===== src/rtl/ctmr_pkg.sv =====
package ctmr_pkg;

    localparam int PSC_W  = 10;
    localparam int UF_BIT = 8;
    localparam int IE_BIT = 5;

    typedef struct packed {
        logic       uf;
        logic       ie;
        logic [2:0] psc;
    } ctl_t;

    // terminal value of the prescale counter for a given rate code
    function automatic logic [PSC_W-1:0] psc_limit(input logic [2:0] code);
        case (code)
            3'd0:    return PSC_W'(3);
            3'd1:    return PSC_W'(15);
            3'd2:    return PSC_W'(63);
            3'd3:    return PSC_W'(255);
            default: return PSC_W'(1023);
        endcase
    endfunction

    function automatic logic [31:0] ctl_word(input ctl_t c);
        logic [31:0] w;
        w         = '0;
        w[UF_BIT] = c.uf;
        w[IE_BIT] = c.ie;
        w[2:0]    = c.psc;
        return w;
    endfunction

    function automatic logic [31:0] be_merge(input logic [31:0] old_v,
                                             input logic [31:0] new_v,
                                             input logic [3:0]  be);
        logic [31:0] r;
        r = old_v;
        for (int b = 0; b < 4; b++)
            if (be[b]) r[b*8 +: 8] = new_v[b*8 +: 8];
        return r;
    endfunction

endpackage


===== src/rtl/ctmr_prescale.sv =====
module ctmr_prescale
    import ctmr_pkg::*;
(
    input  logic       clk,
    input  logic       rst,
    input  logic       run,
    input  logic [2:0] code,
    output logic       tick
);
    logic [PSC_W-1:0] pcnt;

    // held at zero while halted, so a restart waits a whole period
    assign tick = run && (pcnt >= psc_limit(code));

    always_ff @(posedge clk) begin
        if (rst || !run)
            pcnt <= '0;
        else if (tick)
            pcnt <= '0;
        else
            pcnt <= pcnt + 1'b1;
    end

    AST_TICK_NEEDS_RUN: assert property (@(posedge clk) disable iff (rst)
        tick |-> run);
    AST_NO_TICK_AT_START: assert property (@(posedge clk) disable iff (rst)
        $rose(run) |-> !tick);
endmodule


===== src/rtl/ctmr_channel.sv =====
module ctmr_channel
    import ctmr_pkg::*;
(
    input  logic        clk,
    input  logic        rst,
    input  logic        run,
    input  logic        wr_reload,
    input  logic        wr_count,
    input  logic        wr_ctl,
    input  logic [3:0]  be,
    input  logic [31:0] wdata,
    output logic [31:0] reload_q,
    output logic [31:0] count_q,
    output ctl_t        ctl_q,
    output logic        irq
);
    logic tick;
    logic underflow;
    logic clr_req;

    ctmr_prescale u_psc (
        .clk  (clk),
        .rst  (rst),
        .run  (run),
        .code (ctl_q.psc),
        .tick (tick)
    );

    assign underflow = tick && (count_q == '0);
    assign clr_req   = wr_ctl && be[1] && !wdata[UF_BIT];
    assign irq       = ctl_q.uf && ctl_q.ie;

    always_ff @(posedge clk) begin
        if (rst) begin
            reload_q <= '1;
            count_q  <= '1;
            ctl_q    <= '0;
        end else begin
            if (wr_reload)
                reload_q <= be_merge(reload_q, wdata, be);
            if (wr_count)
                count_q <= be_merge(count_q, wdata, be);
            else if (tick)
                count_q <= underflow ? reload_q : count_q - 1'b1;
            if (wr_ctl && be[0]) begin
                ctl_q.psc <= wdata[2:0];
                ctl_q.ie  <= wdata[IE_BIT];
            end
            if (underflow)
                ctl_q.uf <= 1'b1;
            else if (clr_req)
                ctl_q.uf <= 1'b0;
        end
    end

    AST_HALT_HOLDS: assert property (@(posedge clk) disable iff (rst)
        (!run && !wr_count) |=> $stable(count_q));
    AST_UNDERFLOW_RELOADS: assert property (@(posedge clk) disable iff (rst)
        (underflow && !wr_count) |=> (count_q == $past(reload_q)));
    AST_UNDERFLOW_FLAGS: assert property (@(posedge clk) disable iff (rst)
        underflow |=> ctl_q.uf);
    AST_FLAG_STICKY: assert property (@(posedge clk) disable iff (rst)
        (ctl_q.uf && !clr_req) |=> ctl_q.uf);
endmodule


===== src/rtl/ctmr_top.sv =====
module ctmr_top
    import ctmr_pkg::*;
#(
    parameter int NUM_CH  = 3,
    parameter int ALT_MAP = 0,
    parameter int ADDR_W  = 6
) (
    input  logic              clk,
    input  logic              rst,
    input  logic [ADDR_W-1:0] bus_addr,
    input  logic              bus_wr,
    input  logic [3:0]        bus_be,
    input  logic [31:0]       bus_wdata,
    output logic [31:0]       bus_rdata,
    output logic [NUM_CH-1:0] irq
);
    localparam int WA_W     = ADDR_W - 2;
    localparam int RUN_BYTE = (ALT_MAP != 0) ? 2 : 4;
    localparam int RUN_WORD = RUN_BYTE / 4;
    localparam int RUN_LANE = RUN_BYTE % 4;
    localparam int CH0_WORD = ((ALT_MAP != 0) ? 4 : 8) / 4;

    generate
        if (NUM_CH < 2 || NUM_CH > 3) begin : g_bad_cfg
            $error("ctmr_top: NUM_CH must be 2 or 3");
        end
    endgenerate

    logic [WA_W-1:0]   word;
    logic              run_hit;
    logic [NUM_CH-1:0] run_q;
    logic              unused_lo;
    logic [31:0]       rl_q [NUM_CH];
    logic [31:0]       cn_q [NUM_CH];
    ctl_t              ct_q [NUM_CH];

    assign word      = bus_addr[ADDR_W-1:2];
    assign unused_lo = ^bus_addr[1:0];
    assign run_hit   = (word == WA_W'(RUN_WORD));

    always_ff @(posedge clk) begin
        if (rst)
            run_q <= '0;
        else if (bus_wr && run_hit && bus_be[RUN_LANE])
            run_q <= bus_wdata[RUN_LANE*8 +: NUM_CH];
    end

    for (genvar i = 0; i < NUM_CH; i++) begin : g_ch
        localparam int BASE = CH0_WORD + 3 * i;
        ctmr_channel u_ch (
            .clk       (clk),
            .rst       (rst),
            .run       (run_q[i]),
            .wr_reload (bus_wr && word == WA_W'(BASE)),
            .wr_count  (bus_wr && word == WA_W'(BASE + 1)),
            .wr_ctl    (bus_wr && word == WA_W'(BASE + 2)),
            .be        (bus_be),
            .wdata     (bus_wdata),
            .reload_q  (rl_q[i]),
            .count_q   (cn_q[i]),
            .ctl_q     (ct_q[i]),
            .irq       (irq[i])
        );
    end

    always_comb begin
        bus_rdata = '0;
        if (run_hit)
            bus_rdata[RUN_LANE*8 +: NUM_CH] = run_q;
        for (int i = 0; i < NUM_CH; i++) begin
            if (word == WA_W'(CH0_WORD + 3 * i))     bus_rdata = rl_q[i];
            if (word == WA_W'(CH0_WORD + 3 * i + 1)) bus_rdata = cn_q[i];
            if (word == WA_W'(CH0_WORD + 3 * i + 2)) bus_rdata = ctl_word(ct_q[i]);
        end
    end

    AST_RUN_CLEAR_AFTER_RESET: assert property (@(posedge clk)
        rst |=> (run_q == '0));
endmodule


===== config.mk =====
export PLATFORM = sky130hd
export DESIGN_NAME = ctmr_top
export DESIGN_NICKNAME = d
export VERILOG_FILES = /design/src/rtl/ctmr_pkg.sv /design/src/rtl/ctmr_prescale.sv /design/src/rtl/ctmr_channel.sv /design/src/rtl/ctmr_top.sv
export SDC_FILE = /design/constraint.sdc
export NUM_CORES = 1
export LEC_CHECK = 0
export CORE_MARGIN = 8
export CORE_UTILIZATION = 52
export CTS_CLUSTER_SIZE = 20
export DETAILED_ROUTE_END_ITERATION = 7
export PLACE_DENSITY = 0.71
export SYNTH_ARGS = -nofsm -noshare
export SYNTH_HDL_FRONTEND = slang
export SYNTH_HIERARCHICAL = 1
export SYNTH_SLANG_ARGS = --single-unit

===== constraint.sdc =====
create_clock -name clk -period 3.2 [get_ports clk]
set_input_delay 0.32 -clock clk [delete_from_list [all_inputs] [get_ports clk]]
set_output_delay 0.32 -clock clk [all_outputs]
set_load 0.005 [all_outputs]

======== Yosys cells after proc, flatten, opt, wreduce, memory -nomap -nowiden ========
Index checks and enable logic that the tools add are counted.
storage, ports and cells
  flip-flop bits (word level) ............. 240
  input port bits ......................... 45
  output and inout bits ................... 35
  logic and storage cells ................. 184
operators by class
  add/subtract/negate cells ............... 6
  $lt $le $gt $ge ......................... 3
  equal/unequal tests ..................... 31
  multiplexer cells ....................... 32
  reduce and logical (&&, ||, !) cells .... 75
operators with widths
  operator                                                              count
  32-bit 2-to-1 mux                                                     18
  10-bit case mux with 4 select lines                                   3
  32-bit logical NOT                                                    3
  32-bit by 1-bit subtractor with 32-bit output, second input constant  3
  2-bit AND reduction                                                   24
  8-bit 2-to-1 mux                                                      4
  10-bit by 1-bit adder with 10-bit output, second input constant       3
  10-bit >= comparator                                                  3
  1-bit logical AND                                                     29
  2-bit inequality test, second input constant                          12
  3-bit by 2-bit == test with 1-bit output, second input constant       6
  4-bit by 3-bit == test with 1-bit output, second input constant       4
  4-bit == test, second input constant                                  3
  2-bit nonzero test                                                    6
  3-bit by 1-bit == test with 1-bit output, second input constant       3
  3-bit logical NOT                                                     3
  4-bit by 2-bit == test with 1-bit output, second input constant       2
  1-bit 2-to-1 mux                                                      6
  2-bit OR reduction                                                    3
  4-bit by 1-bit == test with 1-bit output, second input constant       1
  1-bit logical NOT                                                     4
  1-bit logical OR                                                      3
  3-bit 2-to-1 mux                                                      1

======== Depth between registers and ports, before layout ========
Gate-level depths: netlist of the first run.
  depth after elaboration ................. 11
  gate-level depth with buffers ........... 14

======== Hierarchy ========
The synthesis of the first run kept the hierarchy.
modules (own cells, without submodules)
  module         times used  cells an instance  area each (µm²)  seq. area each (µm²)
  ctmr_channel   3           406                3518.4           1381.3
  ctmr_top       1           358                2378.5           60.1
  ctmr_prescale  3           71                 603.1            200.2

======== Least setup slack after synthesis of the first run ========
No wires, ideal clock.
  path kind ............................... register to register
  start point ............................. register g_ch[0].u_ch/ctl_q[2] (netlist name)
  end point ............................... register g_ch[0].u_ch.count_q[31]
  data arrival time ....................... 2.802 ns
  data required time ...................... 3.065 ns
  slack ................................... 0.263 ns
  cell stages (with the launch flop) ...... 14
  path buffers ............................ 1
  period minus slack after synthesis ...... 2.937 ns
  cell sequence ........................... dfxtp_1 nor2_1 ha_1 o21ai_0 a21oi_1 a21oi_1 nor2_1 nor4b_1 nand3b_1 or4_4 buf_6 or3_1 a21oi_1 a21oi_1
between the ends
  word-level cells in the longest chain between the ends .. 8
  elaborated cells on any way between the ends .. 13
  those cells by class .................... order compare (1); eq/ne (3); mux (4); reduce/logical (5)
ends and longest elaborated chain
  what                                                                    line                 RTL
  from (decl)                                                             ctmr_channel.sv:14   output ctl_t ctl_q,
  3-bit by 2-bit == test with 1-bit output, or another cell as far along  ctmr_pkg.sv:15       case (code)
  10-bit case mux with 4 select lines *                                   ctmr_pkg.sv:15
  10-bit >= comparator *                                                  ctmr_prescale.sv:13  assign tick = run && (pcnt >= psc_limit(code));
  1-bit logical AND *                                                     ctmr_prescale.sv:13
  via g_ch[0].u_ch.tick                                                   ctmr_channel.sv:17   logic tick;
  1-bit logical AND                                                       ctmr_channel.sv:29   assign underflow = tick && (count_q == '0);
  32-bit 2-to-1 mux                                                       ctmr_channel.sv:44   count_q <= underflow ? reload_q : count_q - 1'b1;
  32-bit 2-to-1 mux                                                       ctmr_channel.sv:43   else if (tick)
  32-bit 2-to-1 mux                                                       ctmr_channel.sv:41   if (wr_count)
  to (signal assigned)                                                    ctmr_channel.sv:42   count_q <= be_merge(count_q, wdata, be);
  to (signal assigned)                                                    ctmr_channel.sv:44
  to (decl)                                                               ctmr_channel.sv:13   output logic [31:0] count_q,
The timed path passes the listed nets; every way through them passes the cells marked *. The select of a mux whose other input is x is not followed.
A chain may end at the register's enable or synchronous reset.

======== Worst setup path after layout of the first run ========
  start point ............................. input bus_addr[4]
  end point ............................... output bus_rdata[11]
between the ends
  word-level cells in the longest chain between the ends .. 10
  elaborated cells on any way between the ends .. 18
  those cells by class .................... eq/ne (9); mux (9)
ends and longest elaborated chain
  what                                      line            RTL
  from (decl)                               ctmr_top.sv:10  input logic [ADDR_W-1:0] bus_addr,
  4-bit by 2-bit == test with 1-bit output  ctmr_top.sv:71  if (word == WA_W'(CH0_WORD + 3 * i)) bus_rdata = rl_q[i];
  32-bit 2-to-1 mux                         ctmr_top.sv:71
  32-bit 2-to-1 mux                         ctmr_top.sv:72  if (word == WA_W'(CH0_WORD + 3 * i + 1)) bus_rdata = cn_q[i];
  32-bit 2-to-1 mux                         ctmr_top.sv:73  if (word == WA_W'(CH0_WORD + 3 * i + 2)) bus_rdata = ctl_word(ct_q[i]);
  32-bit 2-to-1 mux                         ctmr_top.sv:71
  32-bit 2-to-1 mux                         ctmr_top.sv:72
  32-bit 2-to-1 mux                         ctmr_top.sv:73
  32-bit 2-to-1 mux                         ctmr_top.sv:71
  32-bit 2-to-1 mux                         ctmr_top.sv:72
  32-bit 2-to-1 mux *                       ctmr_top.sv:73
  to (decl)                                 ctmr_top.sv:14  output logic [31:0] bus_rdata,
Mark *: on every way between the ends. The rest lies on a longest branch, timed or not.

==> summary.md, run 1 <==
The run finished with clean final reports. The final worst hold slack is 287 ps. The run gives 0 as the leftover overflow at the end of global routing. At the later pin of the worst-skew pair, clock insertion delay measures 560 ps. The number of global-route vias before repair was 13300. Net switching is 26.1% of the power. Summed over all nets, the half-perimeter wirelength after detailed placement is 35100 µm. In the layout the commonest cells are sky130_fd_sc_hd__dfxtp_1 (236), sky130_fd_sc_hd__o21ai_0 (143), sky130_fd_sc_hd__nand2_1 (129). The share of total power in combinational logic was 10.9%.

The tools report the startpoint of the tightest hold check path as rst. The die outline area is 34000 µm². The logs give 0 for the initial antenna violation count and 61.4% for the final design utilization. The final cell area excluding filler cells is 17100 µm². In this run the tool buffered the top-level ports with 77 buffer cells. Proportion of synthesized area in mux cells: 4.29%. In this run the tightest slew margin relative to its limit is 47.4%. Of the total synthesized cell area, the portion taken by AND, OR, NAND and NOR gates is 22.8%.

For this design the ratio of total power to cell area is 420 nW/µm². Setup violations remaining at the end of the flow were counted as 0. The filler cells instantiated in the layout total 2488. The residual DRC count was 0. STA classifies the critical path startpoint as an input port.

For this design the total switching power over the nets is 1.88 mW. The worst register-to-register path begins at g_ch[1].u_ch/ctl_q[2]. Combinational family with the most area after synthesis: compound AO/OA/AOI/OAI gates. The average wire per standard cell was 21.6 µm. The routed design has 48600 µm of wire. Internal power comes to 5.31 mW.

The tools report the maximum vdd ir drop as 0.365 mV. In the finished design, the share of the clock period the worst path needs comes to 94.9%. The minimum period implied by the final worst setup slack is 3040 ps. STA classifies the critical path endpoint as an output port.

The clock net in this run drives a total of 240 sinks. The count of TritonRoute iterations in the first routing pass is 6, and the post-synthesis compound-gate area fraction is 28.2%. The per-instance average area after synthesis is 8.24 µm², and the floorplan row count is 61.

The run gives 29 as the number of buffers inserted during clock tree synthesis. The power share of the clock group was 45.5%; the number of slew-limit violations in the final report was 0. The area growth from synthesis to layout was 16.1%. In this run the post-CTS setup repair buffer count came out at 0.

The run gives 0 as the count of endpoints failing hold in the final timing report. The tool flagged a number of max-cap violations equal to 0. The placed instance count is 2202. The mapped netlist covers 14700 µm². The logs give 86 for the largest net degree at the start of global routing and 27.6% for the global routing usage summed across all routing layers.

The tools report the standby leakage power as 6.37 nW. At the end of routability-driven placement, the weighted congestion stood at 0.979. The fraction of layout instances using a drive strength above 1 was 9.75%.

In the synthesized netlist the dominant register cell turns out to be sky130_fd_sc_hd__dfxtp_1. Once the floorplan was initialized, standard cells occupied 52.9% of the core. For this block, the initial DRC count from the detailed router was 1819. The proportion of synthesized flip-flops having asynchronous set or reset was 0%.

Origin of the worst setup path: bus_addr[4]. The CTS H-tree depth was 1. TritonCTS built the clock tree. The top fanout value on the critical path was 37; the portion of the post-synthesis area used by sequential elements was 32.6%. The data arrival at the endpoint of the critical path is 2720 ps.

The via density per instance was 6.54; the cell area after placement was 16100 µm². The critical path required time was 2880 ps. Leading cell type in the layout, fill and taps excluded: sky130_fd_sc_hd__dfxtp_1. The floorplan die height is 184 µm, and the number of library cell types mapped by synthesis is 60.

The area of the core region is 27900 µm². Clock root buffer: sky130_fd_sc_hd__clkbuf_16. The clock slew seen by the registers of the worst setup and hold paths works out to 60 ps. The Yosys step of the flow raised 6 warnings. Derived from the worst setup path, the maximum achievable clock frequency is 329 MHz. The net count of the mapped netlist was 1864. Die width: 184 µm. The tightest min-delay check is of the input port to flip-flop type. 80 I/O pins were placed.

The final clock skew was 15.9 ps. The instance count of the mapped netlist is 1789. The xor/xnor cell area share of the yosys netlist was 4.63%; the sequential group share of total power was 43.6%.

The first-pass GRT wire length was 75800 µm; the transition time of the tightest slew-check pin was 786 ps. The final layout contains 1930 nets. The number of enable flip-flop cells after synthesis works out to 0. The adder-cell share of the synthesized area came out at 2.55%. Total number of vias: 14800. The finished layout holds 2256 standard cells, fillers aside. The clock passes through at most 3 buffers. Flop and latch count out of synthesis: 240. The run gives 0 as the count of antenna-violating nets left after detailed routing.

The critical path is of the input port to output port type.
critical path: stages:
cell and delay, ps:
sky130_fd_sc_hd__clkdlybuf4s50_1 440, sky130_fd_sc_hd__buf_12 180, sky130_fd_sc_hd__nor2_2 160, sky130_fd_sc_hd__nand2_1 90
sky130_fd_sc_hd__buf_4 250, sky130_fd_sc_hd__o2bb2ai_1 390, sky130_fd_sc_hd__a2bb2oi_1 300, sky130_fd_sc_hd__clkdlybuf4s50_1 560
layout make-up:
class	instances	area (µm²)	share of cell area (%)
Tap cell	378	473	2.76
Multi-Input combinational cell	1387	9260	54.1
Timing Repair Buffer	165	1510	8.80
Inverter	32	120	0.702
Antenna cell	1	2.50	0.0146
Sequential cell	240	4810	28.1
Clock inverter	13	96.3	0.563
Clock buffer	40	847	4.95
cell families after synthesis:
| kind of cell | Yosys count |
|---|---|
| flip-flops | 240 |
| AO/OA/AOI/OAI | 594 |
| adder cells (fa/ha/maj) | 30 |
| XOR/XNOR | 78 |
| AND/OR/NAND/NOR | 622 |
| buffers and inverters | 162 |
| multiplexers | 63 |
final timing paths:
path                                                   end  slack [ps]  cells past startpoint
worst max-delay path                         bus_rdata[11]         160                      8
worst max register to register    g_ch[1].u_ch/count_q[31]         170                     13
worst min-delay path                 g_ch[0].u_ch/ctl_q[3]         290                      2
worst min register to register  g_ch[0].u_ch/u_psc/pcnt[0]         460                      1
flip-flops by register name (all words and copies together), names as in the netlist:
signal / count
g_ch.u_ch/count_q: 96
g_ch.u_ch/reload_q: 96
g_ch.u_ch/u_psc/pcnt: 30
g_ch.u_ch/ctl_q: 15
run_q: 3
through the flow:
| stage | TNS (ps) | setup slack, ps | total power [mW] |
|---|---|---|---|
| after CTS | 0 | 2.28 | 7.20 |
| after floorplan | 0 | 263 | 3.59 |
| after global placement | 0 | 96.9 | 3.95 |
| final | 0 | 162 | 7.19 |
| after detailed placement | -7.61 | -6.71 | 3.96 |
| after global routing | -154 | -34.4 | 7.42 |
cells in the mapped netlist (37+ instances only):
cell type / number / area share, %
sky130_fd_sc_hd__nand3_1: 48 / 1.6
sky130_fd_sc_hd__a221oi_1: 70 / 4.2
sky130_fd_sc_hd__a2bb2oi_1: 37 / 2.2
sky130_fd_sc_hd__clkbuf_1: 81 / 2.1
sky130_fd_sc_hd__nor2_1: 128 / 3.3
sky130_fd_sc_hd__o21ai_0: 146 / 5.0
sky130_fd_sc_hd__xnor2_1: 54 / 3.2
sky130_fd_sc_hd__and3_1: 106 / 4.5
sky130_fd_sc_hd__a211o_1: 103 / 6.1
sky130_fd_sc_hd__mux2i_1: 61 / 4.1
sky130_fd_sc_hd__nor3_1: 48 / 1.6
sky130_fd_sc_hd__dfxtp_1: 240 / 33
sky130_fd_sc_hd__nand2_1: 129 / 3.3
sky130_fd_sc_hd__a21oi_1: 95 / 3.2
power groups by stage:
stage	clock (mW)	sequential (mW)	combinational, mW
after floorplan	0	3.17	0.417
after global placement	0	3.19	0.759
after detailed placement	0	3.19	0.767
after CTS	3.30	3.13	0.769
after global routing	3.44	3.14	0.837
final	3.27	3.13	0.786
per-layer routing:
| layer | GRT usage, % | share of wire [%] | wire [µm] |
|---|---|---|---|
| met1 | 41.2 | 46 | 22300 |
| met2 | 40.3 | 43 | 20800 |
| met3 | 4.82 | 9.5 | 4620 |
| met4 | 6.55 | 2.0 | 970 |
| met5 | 0 | 0 | 0 |
what timing repair did:
| action | 4_1_cts | 5_1_grt |
|---|---|---|
| hold buffers | 0 | 0 |
| endpoints found under the setup margin | 3 | 94 |
| pin swaps | 0 | 3 |
| hold endpoints to repair | 0 | 0 |
| resized for setup | 1 | 16 |
Note: power is estimated with default switching activity, not from simulation.
==> inputs of run 2 (changes only) <==
DONT_BUFFER_PORTS = 1   (was unset)
PLACE_DENSITY = 0.67   (was 0.71)
==> summary.md, run 2 (synthesized netlist as in run 1, its figures left out) <==
The worst pin sits at a relative slew slack of 45.0%. The portion of the clock cycle consumed by the worst path in the final layout was 96.7%. The initial utilization of the core area, before any placement, comes to 52.9%.

For this design the static power due to leakage is 6.19 nW. Routability-driven placement finished with a final weighted congestion of 0.952. The count of antenna-violating nets left after detailed routing is 0.

The top cell types in the final layout, fill and taps aside, are sky130_fd_sc_hd__dfxtp_1 (233), sky130_fd_sc_hd__o21ai_0 (143), sky130_fd_sc_hd__nand2_1 (129). Category of the most critical setup path: flip-flop to flip-flop. In this run the deepest clock path goes through 3 buffers. The origin of the worst setup path was g_ch[0].u_ch/ctl_q[0].

The signal on the critical path passes through a21oi_1, ha_1, nand4_1, a21oi_2, a21oi_1, nor2_2, nor4b_2, nand3b_1, or4_4, buf_4, nor3_1, a21oi_1, a2bb2oi_1. The die width was 184 µm; the leftover overflow at the end of global routing was 0. The wire-length estimate of the detail-placed layout is 33600 µm. In the detailed route, the total length drawn on met2 is 22000 µm. The CTS H-tree depth was 1. The number of primary I/O pins was 80.

For the count of TritonRoute iterations in the first routing pass, the log shows 7. Class of the tightest hold or removal check: input port to flip-flop. Broken down by cell family, the worst path's largest delay share belongs to simple AND/OR/NAND/NOR gates.

The smallest clock period supported by the final layout is computed as 3100 ps. After detailed routing, the number of remaining DRC violations is 0. Buffers inserted during clock tree synthesis total 28.

The via density per instance is 6.77, and the final design utilization is 60.6%. The number of global-route vias before repair is 13600. The maximum clock frequency is 323 MHz, and the number of violations reported at the end of detailed-routing iteration 0 is 2206. The largest individual stage delay along the critical path comes from the cell sky130_fd_sc_hd__or4_4. Dividing total power by cell area gives a power density of 421 nW/µm². The clock slew seen by the registers of the worst setup and hold paths is 60 ps, and the average wire per standard cell is 23.9 µm. The clock root buffer is sky130_fd_sc_hd__clkbuf_16.

After the flow finishes, the layout carries non-filler instances totaling 2223. Global routing used 30.2% of the available tracks across all layers. The placed instances occupy a cell area of 15000 µm². Startpoint class of the critical path: a flip-flop. In the final layout, the share of cells above drive strength 1 is 8.15%. The area growth from synthesis to layout was 14.4%.

The worst-case IR drop observed on VDD is 0.374 mV. The critical path's most frequent cell was sky130_fd_sc_hd__a21oi_1. The final cell area excluding filler cells came out at 16900 µm². The logs give 2090 for the placed instance count and 53100 µm for the post-detailed-routing wire length. The logs give 100 ps for the flop-to-flop setup slack and 6820 µm for the total length of routed met3 wires. The data arrival at the endpoint of the critical path came out at 3500 ps.

The tools report the largest net degree at the start of global routing as 167. The logs give 0 for the number of slew-limit violations in the final report and 560 ps for the worst-skew pair later-pin latency. The flow ran to the end, and the final reports show no timing, DRC or antenna violations. The area of the core region was 27900 µm². STA classifies the critical path endpoint as a flip-flop. Max-cap violations in this run came to 0. The largest registers in the layout are g_ch.u_ch/count_q (96), g_ch.u_ch/reload_q (96), g_ch.u_ch/u_psc/pcnt (30).

In this run the top signal layer used is met5. For the pin with the worst max-slew slack, the measured transition is 825 ps. After routing, the total negative slack on setup checks comes to 0 ps. TritonCTS built the clock tree. Final hold analysis gives a worst-case slack of 9.78 ps. Prior to clock tree synthesis, the placed netlist has a worst setup slack of 31.4 ps.

Counting every sink on the clock net gives 240. The run gives 15100 as the total number of vias. Leading cell type in the layout, fill and taps excluded: sky130_fd_sc_hd__dfxtp_1.

The tools report the initial antenna violation count as 8. The tools report the critical path required time as 3600 ps. The first global-routing pass estimated 81700 µm of wire. In this run the critical register-to-register path is captured at g_ch[0].u_ch/count_q[25].

The critical path depth in cells is 13, and the die outline area is 34000 µm². The total of buffers placed on input and output ports works out to 0. The final layout contains 1895 nets.

The number of buffer and inverter stages on the critical path is 1, and the final worst-path setup slack is 104 ps. The count of endpoints failing hold in the final timing report was 0; the depth of the most critical reg-to-reg path was 13. Setup violations remaining at the end of the flow were counted as 0. Overall power consumption after layout is estimated at 7.11 mW.

The critical path endpoint is g_ch[0].u_ch/count_q[25]. Across the routed clock network, the largest skew measured is 21.9 ps. The floorplan die height is 184 µm. The top fanout value on the critical path was 12; the worst stage delay on the critical path was 570 ps. Row generation in the floorplan step produced 61 rows. The startpoint of the lowest-slack register-to-register path was g_ch[0].u_ch/ctl_q[0]. The wire length on met1 was 22700 µm. For the total of fill cells in the finished design, the log shows 2513.
-- run 2: cell count changes in the layout (fill, tap and decap cells not counted), sizes merged --
cell,before,now
dlygate4sd3,0,76
clkdlybuf4s50,73,0
buf,91,55
clkinv,10,5
diode,1,5
bufinv,1,4
clkbuf,40,41
clkinvlp,1,0
dlymetal6s2s,1,0
inv,33,32
-- run 2: timing repair --
| item | 4_1_cts | 5_1_grt |
|---|---|---|
| hold buffers | 77 | 0 |
| hold endpoints to repair | 209 | 0 |
| gates resized for setup | 0 | 26 |
| setup endpoints to repair | 0 | 76 |
| setup buffers | 0 | 1 |
-- run 2: power breakdown --
group	internal, mW	switching, mW
Sequential	3.05	0.0926
Clock	2.08	1.32
Combinational	0.242	0.324
Total	5.37	1.73
-- run 2: layout make-up --
| class | count | area (µm²) | share of cell area, % |
|---|---|---|---|
| inverter | 32 | 120 | 0.712 |
| sequential | 240 | 4810 | 28.5 |
| clock inverter | 9 | 145 | 0.860 |
| multi-input combinational | 1387 | 9290 | 55.1 |
| antenna | 5 | 12.5 | 0.0742 |
| clock buffer | 41 | 821 | 4.86 |
| tap | 378 | 473 | 2.80 |
| timing repair buffer | 131 | 1190 | 7.07 |
-- run 2: worst min-delay path by stage --
stage,startpoint,endpoint,cells past startpoint
finish,bus_wdata[24],g_ch[2].u_ch/reload_q[24],2
floorplan,rst,run_q[0],1
global route,bus_wdata[16],g_ch[1].u_ch/reload_q[16],2
global placement,rst,g_ch[0].u_ch/ctl_q[2],1
detailed placement,rst,g_ch[0].u_ch/ctl_q[2],1
CTS,bus_wdata[0],g_ch[1].u_ch/reload_q[0],2
-- run 2: worst register-to-register path, cell delays in order, from the launching register on --
cell and delay [ps]:
sky130_fd_sc_hd__dfxtp_1 370, sky130_fd_sc_hd__a21oi_1 120, sky130_fd_sc_hd__ha_1 320, sky130_fd_sc_hd__nand4_1 140, sky130_fd_sc_hd__a21oi_2 150, sky130_fd_sc_hd__a21oi_1 100, sky130_fd_sc_hd__nor2_2 230, sky130_fd_sc_hd__nor4b_2 250
sky130_fd_sc_hd__nand3b_1 130, sky130_fd_sc_hd__or4_4 570, sky130_fd_sc_hd__buf_4 210, sky130_fd_sc_hd__nor3_1 180, sky130_fd_sc_hd__a21oi_1 60, sky130_fd_sc_hd__a2bb2oi_1 130
-- run 2: metal layers --
layer	track usage (%)	vias to the layer above
met1	43.5	7139
met5	0	-
met3	7.52	125
li1	-	6870
met2	43.7	909
met4	8.71	10
==> inputs of run 3 (changes only) <==
CORE_ASPECT_RATIO = 0.7   (was unset)
SLEW_MARGIN = 40   (was unset)
==> summary.md, run 3 (synthesized netlist as in run 1, its figures left out) <==
The HPWL after detailed placement is 34000 µm. The routed design has 53600 µm of wire. TritonCTS built the clock tree.

The tools report the leftover overflow at the end of global routing as 0. The area growth from synthesis to layout is 14.2%. The tools report the initial cell density of the core as 53.0%. Number of primary I/O pins: 80. The root buffer cell chosen for the clock tree is sky130_fd_sc_hd__clkbuf_16. Hold is met by 8.95 ps. The standby leakage power is 6.25 nW. Before antenna repair, the detailed router went through 6 iterations. The CTS H-tree depth is 1. After filler insertion, the fill cell instance count of the layout stands at 2461. The worst path uses 96.7% of the clock period.

With fillers left out, the area of the finished cells amounts to 16800 µm². Setup violations remaining at the end of the flow were counted as 0. The logs give 0 for the count of endpoints failing hold in the final timing report and 2080 for the number of violations reported at the end of detailed-routing iteration 0.

In this run the cell area measured after placement is 15100 µm². For the pin with the worst max-slew slack, the measured transition is 804 ps. The initial antenna violation count came out at 1. STA classifies the critical path startpoint as a flip-flop. For this design the ratio of total power to cell area is 407 nW/µm². The library cells used most frequently in the layout, excluding fill and tap cells, are sky130_fd_sc_hd__dfxtp_1 (232), sky130_fd_sc_hd__o21ai_0 (142), sky130_fd_sc_hd__nand2_1 (129).

Maximum clock frequency: 323 MHz. The run gives 0 as the number of slew-limit violations in the final report. Leaving out fill and tap cells, the most frequent cell in the layout is sky130_fd_sc_hd__dfxtp_1. The number of buffers inserted during clock tree synthesis is 27. The tightest min-delay check is of the input port to flip-flop type. At the later pin of the worst-skew pair, clock insertion delay measures 560 ps.

The average wire per standard cell was 24.2 µm; the minimum period implied by the final worst setup slack was 3100 ps. The worst relative slew slack was 46.3%. The setup path with the least slack is of type flip-flop to flip-flop.

For this run, the post-layout net count is 1898. The via density per instance came out at 6.90. The post-route netlist has 8.37% of its cells at a drive strength greater than 1. Across the run, the number of max-cap violations was 0. The tools report the number of global-route vias before repair as 13800. The die outline area is 34100 µm².

STA classifies the critical path endpoint as a flip-flop. Measured along the y axis, the die boundary spans 157 µm. For this run, design rule violations remaining after detail routing come to 0. The logs give 3640 ps for the critical path required time and 0 for the count of antenna-violating nets left after detailed routing. Entering global routing, the biggest net connects 168 pins. The top fanout value on the critical path is 8.

VDD sags by at most 0.447 mV. The congestion estimate from routability-driven global placement came to 0.935. After floorplanning, the core was divided into 51 placement rows.

The core region is 27800 µm². The die width was 217 µm; the first-pass GRT wire length was 82100 µm. The largest registers in the layout are g_ch.u_ch/count_q (96), g_ch.u_ch/reload_q (96), g_ch.u_ch/u_psc/pcnt (30).

Input and output buffers added on the ports amount to 0. The flow ran to the end, and the final reports show no timing, DRC or antenna violations. The longest clock path from root to sink contains 3 buffers. The clock drives 240 sinks. The logs give 17.8 ps for the final clock skew and 15300 for the total number of vias. The clock slew seen by the registers of the worst setup and hold paths came out at 60 ps.

The flop-to-flop setup slack is 100 ps, and the global routing usage summed across all routing layers is 30.1%. Data arrival at the endpoint of the critical path: 3530 ps.
-- run 3: timing repair --
item,4_1_cts,5_1_grt
buffers inserted,0,4
endpoints found under the hold margin,203,0
pin swaps,0,6
gates resized for setup,1,35
hold buffers,74,0
cloned,0,0
setup endpoints to repair,1,86
-- run 3: cell type report --
class / instances / area, µm² / share of cell area, %
antenna: 3 / 7.51 / 0.0446
clock buffer: 39 / 781 / 4.64
clock inverter: 6 / 86.3 / 0.513
inverter: 32 / 120 / 0.713
multi-input combinational: 1387 / 9320 / 55.4
sequential: 240 / 4820 / 28.6
tap: 371 / 464 / 2.76
timing repair buffer: 135 / 1240 / 7.38
-- run 3: worst paths after layout --
| kind | from | endpoint | cells past startpoint |
|---|---|---|---|
| worst max-delay path | g_ch[0].u_ch/ctl_q[0] | g_ch[0].u_ch/count_q[9] | 14 |
| worst min register to register | g_ch[0].u_ch/u_psc/pcnt[0] | g_ch[0].u_ch/u_psc/pcnt[0] | 1 |
| worst max register to register | g_ch[0].u_ch/ctl_q[0] | g_ch[0].u_ch/count_q[9] | 14 |
| worst min-delay path | bus_wdata[20] | g_ch[2].u_ch/reload_q[20] | 2 |
-- run 3: worst max-delay path: stages (launching register included) --
cell                            delay (ps)
sky130_fd_sc_hd__dfxtp_1               360
sky130_fd_sc_hd__a21oi_1               120
sky130_fd_sc_hd__ha_1                  310
sky130_fd_sc_hd__nand4_1               100
sky130_fd_sc_hd__a21oi_1               160
sky130_fd_sc_hd__a21oi_1               100
sky130_fd_sc_hd__nor2_2                220
sky130_fd_sc_hd__buf_4                 170
sky130_fd_sc_hd__inv_1                  50
sky130_fd_sc_hd__nor2_1                130
sky130_fd_sc_hd__buf_4                 190
sky130_fd_sc_hd__nor2_2                100
sky130_fd_sc_hd__a221oi_1              300
sky130_fd_sc_hd__dlygate4sd3_1         590
sky130_fd_sc_hd__o21ai_0                80
-- run 3: stage by stage --
step / setup TNS, ps / util, % / cells / worst slack [ps] / total power [mW]
global placement: 0 / 54.1 / 2087 / 80.7 / 3.61
finish: 0 / 60.5 / 2213 / 105 / 6.85
global route: -62.6 / 60.5 / 2211 / -20.5 / 7.06
CTS: 0 / 60.0 / 2206 / 0.273 / 6.85
detailed placement: 0 / 54.1 / 2087 / 28.7 / 3.62
floorplan: 0 / - / 1789 / 263 / 3.59
-- run 3: power by group --
group	internal, mW	total (mW)	switching [mW]
registers	3.05	3.14	0.0923
clock network	1.84	3.13	1.30
logic	0.247	0.581	0.334
total	5.13	6.85	1.72
-- run 3: per-layer routing --
| layer | part of all wire (%) | GRT usage (%) | vias up |
|---|---|---|---|
| met3 | 10 | 6.67 | 186 |
| met4 | 5.1 | 13.9 | 0 |
| met1 | 42 | 40.6 | 7347 |
| li1 | - | - | 6875 |
| met2 | 42 | 45.1 | 862 |
| met5 | 0 | 0 | - |
